`config.mk`:
```
export PLATFORM = sky130hd
export DESIGN_NAME = usr_shift_reg
export DESIGN_NICKNAME = d
export VERILOG_FILES = /design/src/rtl/usr_pkg.sv /design/src/rtl/usr_op_decode.sv /design/src/rtl/usr_next_word.sv /design/src/rtl/usr_shift_reg.sv
export SDC_FILE = /design/constraint.sdc
export NUM_CORES = 1
export LEC_CHECK = 0
export BUFFER_PORTS_ARGS = -buffer_cell sky130_fd_sc_hd__buf_2
export CORE_AREA = 2 2 39 41
export CTS_BUF_LIST = sky130_fd_sc_hd__clkbuf_16
export DETAILED_ROUTE_END_ITERATION = 10
export DIE_AREA = 0 0 41 43
export PLACE_DENSITY_LB_ADDON = 0.3
export SLEW_MARGIN = 20
export SYNTH_ARGS = -nofsm -noshare
export SYNTH_HDL_FRONTEND = slang
export SYNTH_HIERARCHICAL = 1
export SYNTH_SLANG_ARGS = --single-unit
```
`constraint.sdc`:
```
create_clock -name clk -period 0.91 [get_ports clk]
set_clock_uncertainty 0.1 [all_clocks]
set_input_delay 0.1365 -clock clk [delete_from_list [all_inputs] [get_ports clk]]
set_output_delay 0.1365 -clock clk [all_outputs]
set_load 0.02 [all_outputs]
```
`src/rtl/usr_pkg.sv`:
```
package usr_pkg;

    // Operation code values seen on op_sel
    typedef enum logic [1:0] {
        OP_KEEP = 2'b00,
        OP_UP   = 2'b01,
        OP_DN   = 2'b10,
        OP_LOAD = 2'b11
    } op_e;

    // Positions in the decoded one-hot action vector
    localparam int ACT_KEEP = 0;
    localparam int ACT_UP   = 1;
    localparam int ACT_DN   = 2;
    localparam int ACT_LOAD = 3;
    localparam int ACT_N    = 4;

endpackage

```
`src/rtl/usr_op_decode.sv`:
```
module usr_op_decode
    import usr_pkg::*;
(
    input  logic              clr,
    input  logic [1:0]        op_sel,
    output logic [ACT_N-1:0]  act_oh
);

    op_e op_c;

    always_comb begin
        op_c   = op_e'(op_sel);
        act_oh = '0;
        // Clear wins: no action selected, so every next bit is zero
        if (!clr) begin
            unique case (op_c)
                OP_KEEP: act_oh[ACT_KEEP] = 1'b1;
                OP_UP:   act_oh[ACT_UP]   = 1'b1;
                OP_DN:   act_oh[ACT_DN]   = 1'b1;
                OP_LOAD: act_oh[ACT_LOAD] = 1'b1;
                default: act_oh = '0;
            endcase
        end
    end

endmodule

```
`src/rtl/usr_next_word.sv`:
```
module usr_next_word
    import usr_pkg::*;
#(
    parameter int W = 8
) (
    input  logic [W-1:0]      cur_word,
    input  logic [W-1:0]      par_word,
    input  logic              bit_from_dn,
    input  logic              bit_from_up,
    input  logic [ACT_N-1:0]  act_oh,
    output logic [W-1:0]      nxt_word
);

    localparam int MSB = W - 1;

    for (genvar i = 0; i < W; i++) begin : g_bit
        logic lower_nb;   // source when moving toward the MSB
        logic upper_nb;   // source when moving toward the LSB

        if (i == 0) begin : g_lo_end
            assign lower_nb = bit_from_up;
        end else begin : g_lo_mid
            assign lower_nb = cur_word[i-1];
        end

        if (i == MSB) begin : g_hi_end
            assign upper_nb = bit_from_dn;
        end else begin : g_hi_mid
            assign upper_nb = cur_word[i+1];
        end

        assign nxt_word[i] = (act_oh[ACT_KEEP] & cur_word[i])
                           | (act_oh[ACT_UP]   & lower_nb)
                           | (act_oh[ACT_DN]   & upper_nb)
                           | (act_oh[ACT_LOAD] & par_word[i]);
    end

endmodule

```
`src/rtl/usr_shift_reg.sv`:
```
module usr_shift_reg
    import usr_pkg::*;
#(
    parameter int W = 8
) (
    input  logic          clk,
    input  logic          clr,
    input  logic [1:0]    op_sel,
    input  logic [W-1:0]  par_in,
    input  logic          ser_in_dn,
    input  logic          ser_in_up,
    output logic [W-1:0]  q_out,
    output logic          tap_msb,
    output logic          tap_lsb
);

    localparam int MSB = W - 1;

    typedef struct packed {
        logic [W-1:0] word;
    } state_t;

    state_t st_d;
    state_t st_q;

    logic [ACT_N-1:0] act_oh;
    logic [W-1:0]     nxt_word;

    usr_op_decode u_dec (
        .clr    (clr),
        .op_sel (op_sel),
        .act_oh (act_oh)
    );

    usr_next_word #(.W(W)) u_nxt (
        .cur_word    (st_q.word),
        .par_word    (par_in),
        .bit_from_dn (ser_in_dn),
        .bit_from_up (ser_in_up),
        .act_oh      (act_oh),
        .nxt_word    (nxt_word)
    );

    always_comb begin
        st_d      = st_q;
        st_d.word = nxt_word;
    end

    always_ff @(posedge clk) begin
        st_q <= st_d;
    end

    assign q_out   = st_q.word;
    assign tap_msb = st_q.word[MSB];
    assign tap_lsb = st_q.word[0];

endmodule

```
# == Word-level counts from Yosys, hierarchy flattened ==
# Index checks and enable logic that the tools add are counted.
# classes
n_bitwise,56
reduce_logical,1
eq_ne,3
muxes,5
# ops
operator,n
bitwise AND 1 bit,32
bitwise OR 1 bit,24
equality test 2 bit (second input constant),2
two-way mux 1 bit,4
two-way mux 4 bit,1
equality test 2 x 1 -> 1 bit (second input constant),1
logical NOT 2 bit,1
# totals
word_cells,66
out_inout_bits,10
ff_bits,8
inputBits,14

# == Longest topological paths before layout ==
# Gate-level depths: netlist of run 1.
# depth
depth_word,7
depth_mapped,4
mapped_depth_nobuf,3

# == Hierarchy ==
# Netlist of run 1, hierarchy kept.
# by_module_without_submodules
module,cells_per_inst,area_each_um2,instances,seq_area_each_um2
usr_next_word,28,215.2,1,0.0
usr_shift_reg,10,175.2,1,160.2
usr_op_decode,4,30.0,1,0.0

# == Least setup slack after synthesis of run 1 ==
# OpenSTA, ideal clock, no wires.
# synth_path
kind,register to output
from,reg st_q (netlist bit q_out[7])
to,out q_out[7]
path_stages_with_launch,2
path_buffers,1
arrival_ps,657
path_slack_ps,16
t_required_ps,674
path_cell_list,dfxtp_1 -> buf_4
# synth_lines
element,line_no,text
from (decl),usr_shift_reg.sv:24,state_t st_q;
from (signal assigned),usr_shift_reg.sv:50,st_q <= st_d;
to (decl),usr_shift_reg.sv:12,"output logic [W-1:0] q_out,"
# No word-level cell between the ends.

# == Worst setup path after layout of run 1 ==
# layout_path
from,reg st_q (netlist bit q_out[2])
to,out q_out[2]
# No word-level cell between the ends.

==> reports/summary.txt, run 1 <==
Syn Area/Cell - 10.0 sq um
# DRC - 0
Critical path capture point type - output port
Crit path arrival time - 0.71 ns
Leak pwr - 0.357 nW
Final Worst Setup Slack - -0.0334 ns
Area of the mapped netlist - 420 sq um
CP bufs+invs - 1
Worst-Margin Slew - 0.427 ns
Synth top area share - 0.381
Synth warn - 6
Critical R2R Launch - q_out[1]$_DFF_P_
CTS buffer count - 3
Syn nets - 56
Max incr delay on CP - 0.35 ns
Worst VDD drop - 0.900 mV
N_diodes - 0
Yosys top cell by area - dfxtp_1
WHS Endpoint - q_out[0]$_DFF_P_
Non-filler instance count after layout - 87
Number of top-level pins - 24
R2R Path End - q_out[2]$_DFF_P_
Die Ht - 43 um
Max_cap viols - 0
H-tree depth - 1
CP Data Required Time - 0.67 ns
Min Tclk post-route - 0.943 ns
Post-Route WL - 1080 um
# placed instances - 77
Largest net degree at the start of global routing - 9
Pwr Total - 0.00137 W
Number of standard cells after synthesis - 42
GPL Wtd Cong - 0.718
First-pass GRT wire length - 1600 um
Die X - 41 um
Core area - 1380 sq um
DRT iter0 DRCs - 9
Number of I/O port buffers - 23
FF+latch count, synth - 8
Initial Util - 0.304
Post-route ant nets - 0
Fin. max-slew vios - 0
Root Driver - clkbuf_16
Slowest CP cell - dfxtp_2
Startpoint types - register
RSZ-0062 raised after global routing - yes
Largest register FFs - 8
Vias in the first global route - 373
Cell family with most CP delay - flip-flops
DR vias - 438
Failing checks - negative setup slack
Longest Clk Path Bufs - 2
Fin nets - 87
Area contributors post-synth - dfxtp_1, a22oi_1, a22oi_2, buf_6, nand2_1
Final setup viols - 10
DP HPWL - 700 um
Min-Delay Path Depth - 3
Post-synthesis cell type count - 9
Part of the cycle the worst path needs - 1.04
PD cells - 1780 nW/um^2
Die area - 1760 sq um
Via density per instance - 5.03
Worst Reg-to-Reg Cells - 3
Latest clock arrival within the worst-skew pair - 0.23 ns
Site Rows - 14
Hold WC Path Type - input pin to register
CTS tree - yes
Drt wl/cell - 12.4 um
Clock sinks - 8
Pre-CTS setup slack - -0.783 ns
HP Start - par_in[0]
Final Hold Fails - 0
P&R area growth vs syn - 82.7%
GRT overflow - 0
Max_slew headroom - 0.715
Status - finished, violations left
Seq/Total Area, Yosys - 0.381
Worst-path clk slew - 0.04 ns
Initial antenna violation count - 0
Worst path cell trace - buf_6
TritonRoute pass-1 iters - 4
Total track usage - 0.138
Layout cell share with drive strength beyond 1 - 0.761
Final TNS setup - -0.221 ns
Critical path peak fanout - 4
Reg2reg setup slack - -0.01 ns
WS Path Type - register to output port
Fmax - 1060 MHz
power by group:
| group | switching, W | internal [W] |
|---|---|---|
| Sequential | 0.0000227 | 0.000377 |
| Combinational | 0.000108 | 0.000127 |
| Clock | 0.000165 | 0.000566 |
routing by layer:
metal	up-vias	share of wire	global-route usage	routed length (um)
met5	-	0	0	0
li1	217	-	-	-
met1	202	0.42	0.173	453
met2	17	0.49	0.184	532
met4	0	0.016	0.100	17
met3	2	0.071	0.0524	77
metrics by stage:
stage	util	hold WS [ns]	cell area (sq um)
floorplan	-	0.146	420
detailed placement	0.369	0.250	510
global placement	0.369	0.251	510
finish	0.555	0.0106	768
global route	0.555	0.0221	768
CTS	0.528	0.0118	731
what timing repair did:
action	4_1_cts	5_1_grt
buffers inserted	6	1
resized for setup	33	4
hold buffers	0	0
pin swaps	0	9
setup endpoints to repair	18	18
cells in the final DEF, fill, tap and decap left out, drive strengths merged:
cell type	n
nor3b	2
a22oi	16
clkbuf	3
and3b	1
buf	32
nand2	8
dfxtp	8
nor3	1
Yosys cell counts:
master	instances
nor3b_1	2
nand2_1	8
buf_6	4
and3b_2	1
a22oi_1	12
a22oi_2	4
nor3_1	1
buf_4	2
dfxtp_1	8
cell families after synthesis:
logic type / Yosys count / share of synthesized area
AO/OA/AOI/OAI: 16 / 0.333
buffers and inverters: 6 / 0.143
flip-flops: 8 / 0.381
AND/OR/NAND/NOR: 12 / 0.143
how the worst max path moves through the flow:
| stage | slack, ns | end | start | depth (start not counted) |
|---|---|---|---|---|
| after floorplan | 0.02 | q_out[7] | q_out[7]$_DFF_P_ | 1 |
| after global placement | -0.72 | q_out[4]$_DFF_P_ | clr | 4 |
| after CTS | -0.03 | q_out[5] | q_out[5]$_DFF_P_ | 1 |
| after detailed placement | -0.78 | q_out[4]$_DFF_P_ | clr | 4 |
| final | -0.03 | q_out[2] | q_out[2]$_DFF_P_ | 1 |
| after global routing | -0.05 | q_out[2] | q_out[2]$_DFF_P_ | 1 |
final cells by class:
| cell class | count | area [sq um] |
|---|---|---|
| flip-flops and latches | 8 | 173 |
| multi-input cells | 28 | 243 |
| fillers | 126 | 616 |
| repair buffers | 32 | 258 |
| well taps | 16 | 20.0 |
| clock buffers | 3 | 75.1 |
No activity file was read; power rests on OpenSTA's default activity.
==> inputs of run 2 (changes only) <==
--- a/config.mk
+++ b/config.mk
@@ -7,7 +7,6 @@
 export LEC_CHECK = 0
 export BUFFER_PORTS_ARGS = -buffer_cell sky130_fd_sc_hd__buf_2
 export CORE_AREA = 2 2 39 41
-export CTS_BUF_LIST = sky130_fd_sc_hd__clkbuf_16
 export DETAILED_ROUTE_END_ITERATION = 10
 export DIE_AREA = 0 0 41 43
 export PLACE_DENSITY_LB_ADDON = 0.3
==> reports/summary.txt, run 2 (same netlist as run 1, synthesis figures left out) <==
Die area - 1760 sq um (unchanged)
Clock sinks - 8 (unchanged)
CTS buffer count - 3 (unchanged)
Sequential standard cell area - 170 sq um (-1.4%)
Worst-path clk slew - 0.06 ns (+0.02 ns)
# DRC - 0 (unchanged)
Site Rows - 14 (unchanged)
GRT overflow - 0 (unchanged)
Worst VDD drop - 0.503 mV (-44%)
Failing checks - negative hold slack, negative setup slack
Cell family with most CP delay - flip-flops
Max_cap viols - 0 (unchanged)
Number of top-level pins - 24 (unchanged)
Final Hold Fails - 6 (+6)
P&R area growth vs syn - 85.7%
DP HPWL - 700 um (unchanged)
Hold WS - -0.0159 ns (-0.0265 ns)
Hold WC Path Type - input pin to register
First-pass GRT wire length - 1580 um (-1.3%)
Fin nets - 89 (+2.3%)
Core area - 1380 sq um (unchanged)
Latest clock arrival within the worst-skew pair - 0.25 ns (+0.02 ns)
Number of I/O port buffers - 23 (unchanged)
WHS Endpoint - q_out[5]$_DFF_P_
Part of the cycle the worst path needs - 1.06 (+0.0222)
Critical path capture point type - output port
Die X - 41 um (unchanged)
Longest Clk Path Bufs - 2 (unchanged)
Drt wl/cell - 13.0 um (+4.7%)
Layout cell share with drive strength beyond 1 - 0.863 (+0.102)
CTS tree - yes
Die Ht - 43 um (unchanged)
Multi-input logic area - 278 sq um (+14%)
Largest net degree at the start of global routing - 9 (unchanged)
DR vias - 451 (+3.0%)
Fin. max-slew vios - 0 (unchanged)
Commonest non-fill, non-tap cells in the layout - a22oi_2, buf_6, buf_2
Critical path peak fanout - 3 (-1)
Leak pwr - 0.350 nW (-1.9%)
Slowest CP cell - dfxtp_2
Initial antenna violation count - 0 (unchanged)
N_diodes - 0 (unchanged)
Worst-Margin Slew - 0.516 ns (+0.0891 ns)
Min-Delay Path Depth - 3 (unchanged)
Post-route ant nets - 0 (unchanged)
GPL Wtd Cong - 0.718 (unchanged)
Status - finished, violations left
Final setup viols - 10 (unchanged)
Worst path cell trace - buf_6
H-tree depth - 1 (unchanged)
# fillers - 130 (+3.2%)
TritonRoute pass-1 iters - 4 (unchanged)
HP Start - par_in[5]
Via density per instance - 5.07 (+0.65%)
PD cells - 1200 nW/um^2 (-33%)
DRT iter0 DRCs - 10 (+1)
Critical R2R Launch - q_out[5]$_DFF_P_
Final Worst Setup Slack - -0.0536 ns (-0.0202 ns)
Root Driver - clkbuf_4
Initial Util - 0.304 (unchanged)
CP bufs+invs - 1 (unchanged)
Startpoint types - register
Commonest non-fill, non-tap cell in the layout - a22oi_2
Vias in the first global route - 384 (+2.9%)
RSZ-0062 raised after global routing - yes
CP Data Required Time - 0.67 ns (about the same)
Largest register FFs - 8 (unchanged)
WS Path Type - register to output port
R2R Path End - q_out[4]$_DFF_P_
Max incr delay on CP - 0.35 ns (about the same)
Fmax - 1040 MHz (-2.1%)
Max_slew headroom - 0.655 (-0.0595)
Final TNS setup - -0.365 ns (-0.144 ns)
Worst Reg-to-Reg Cells - 3 (unchanged)
Total track usage - 0.131 (-0.00702)
Post-Route WL - 1160 um (+7.1%)
Final core occ - 0.564 (+0.00904)
Min Tclk post-route - 0.964 ns (+0.0202 ns)
Reg2reg setup slack - 0.01 ns (+0.02 ns)
Crit path arrival time - 0.73 ns (+0.02 ns)
run 2: cell count changes in the layout (fill, tap and decap cells not counted), sizes merged:
| cell | change |
|---|---|
| buf | +2 |
run 2: worst max-delay path by stage:
stage / start / end / slack (ns) / depth (start not counted)
2_1_floorplan: q_out[7]$_DFF_P_ / q_out[7] / 0.02 / 1
3_3_place_gp: clr / q_out[4]$_DFF_P_ / -0.72 / 4
3_5_place_dp: clr / q_out[4]$_DFF_P_ / -0.78 / 4
4_1_cts: q_out[0]$_DFF_P_ / q_out[0] / -0.06 / 1
5_1_grt: q_out[0]$_DFF_P_ / tap_lsb / -0.08 / 1
6_report: q_out[7]$_DFF_P_ / q_out[7] / -0.05 / 1
run 2: repair_timing:
item                                    4_1_cts  5_1_grt
buffers inserted                              8        1
gates resized for setup                      31       17
endpoints found under the hold margin         7        6
pin swaps                                     0       18
endpoints found under the setup margin       18       18
run 2: tightest hold or removal path, cell delays in order:
cell,delay [ns]
buf_2,0.08
a22oi_2,0.04
nand2_1,0.05
run 2: power by group:
| part | internal, W | leakage, nW | switching [W] | total, W |
|---|---|---|---|---|
| registers | 0.000377 | 0.0688 | 0.0000189 | 0.000396 |
| clock network | 0.000151 | 0.0138 | 0.000120 | 0.000271 |
| logic | 0.000144 | 0.267 | 0.000125 | 0.000269 |
| total | 0.000672 | 0.350 | 0.000264 | 0.000936 |
run 2: per-layer routing:
layer | vias up | GRT usage | routed length (um)
li1 | 222 | - | -
met1 | 210 | 0.173 | 462
met2 | 17 | 0.181 | 604
met3 | 2 | 0.0366 | 75
met4 | 0 | 0.0800 | 14
met5 | - | 0 | 0
run 2: area by class of cell:
| type | count | share of cell area |
|---|---|---|
| well taps | 16 | 0.0256 |
| flip-flops and latches | 8 | 0.218 |
| clock buffers | 3 | 0.0288 |
| repair buffers | 34 | 0.372 |
| multi-input cells | 28 | 0.356 |
run 2: per-stage QoR:
| step | area [sq um] | cells | hold slack (ns) | setup slack (ns) | total power [W] |
|---|---|---|---|---|---|
| global route | 781 | 89 | -0.0166 | -0.0817 | 0.000984 |
| floorplan | 420 | 42 | 0.146 | 0.0161 | 0.000498 |
| CTS | 684 | 88 | -0.0160 | -0.0620 | 0.000903 |
| finish | 781 | 89 | -0.0159 | -0.0536 | 0.000936 |
| global placement | 510 | 77 | 0.251 | -0.717 | 0.000550 |
| detailed placement | 510 | 77 | 0.250 | -0.783 | 0.000551 |
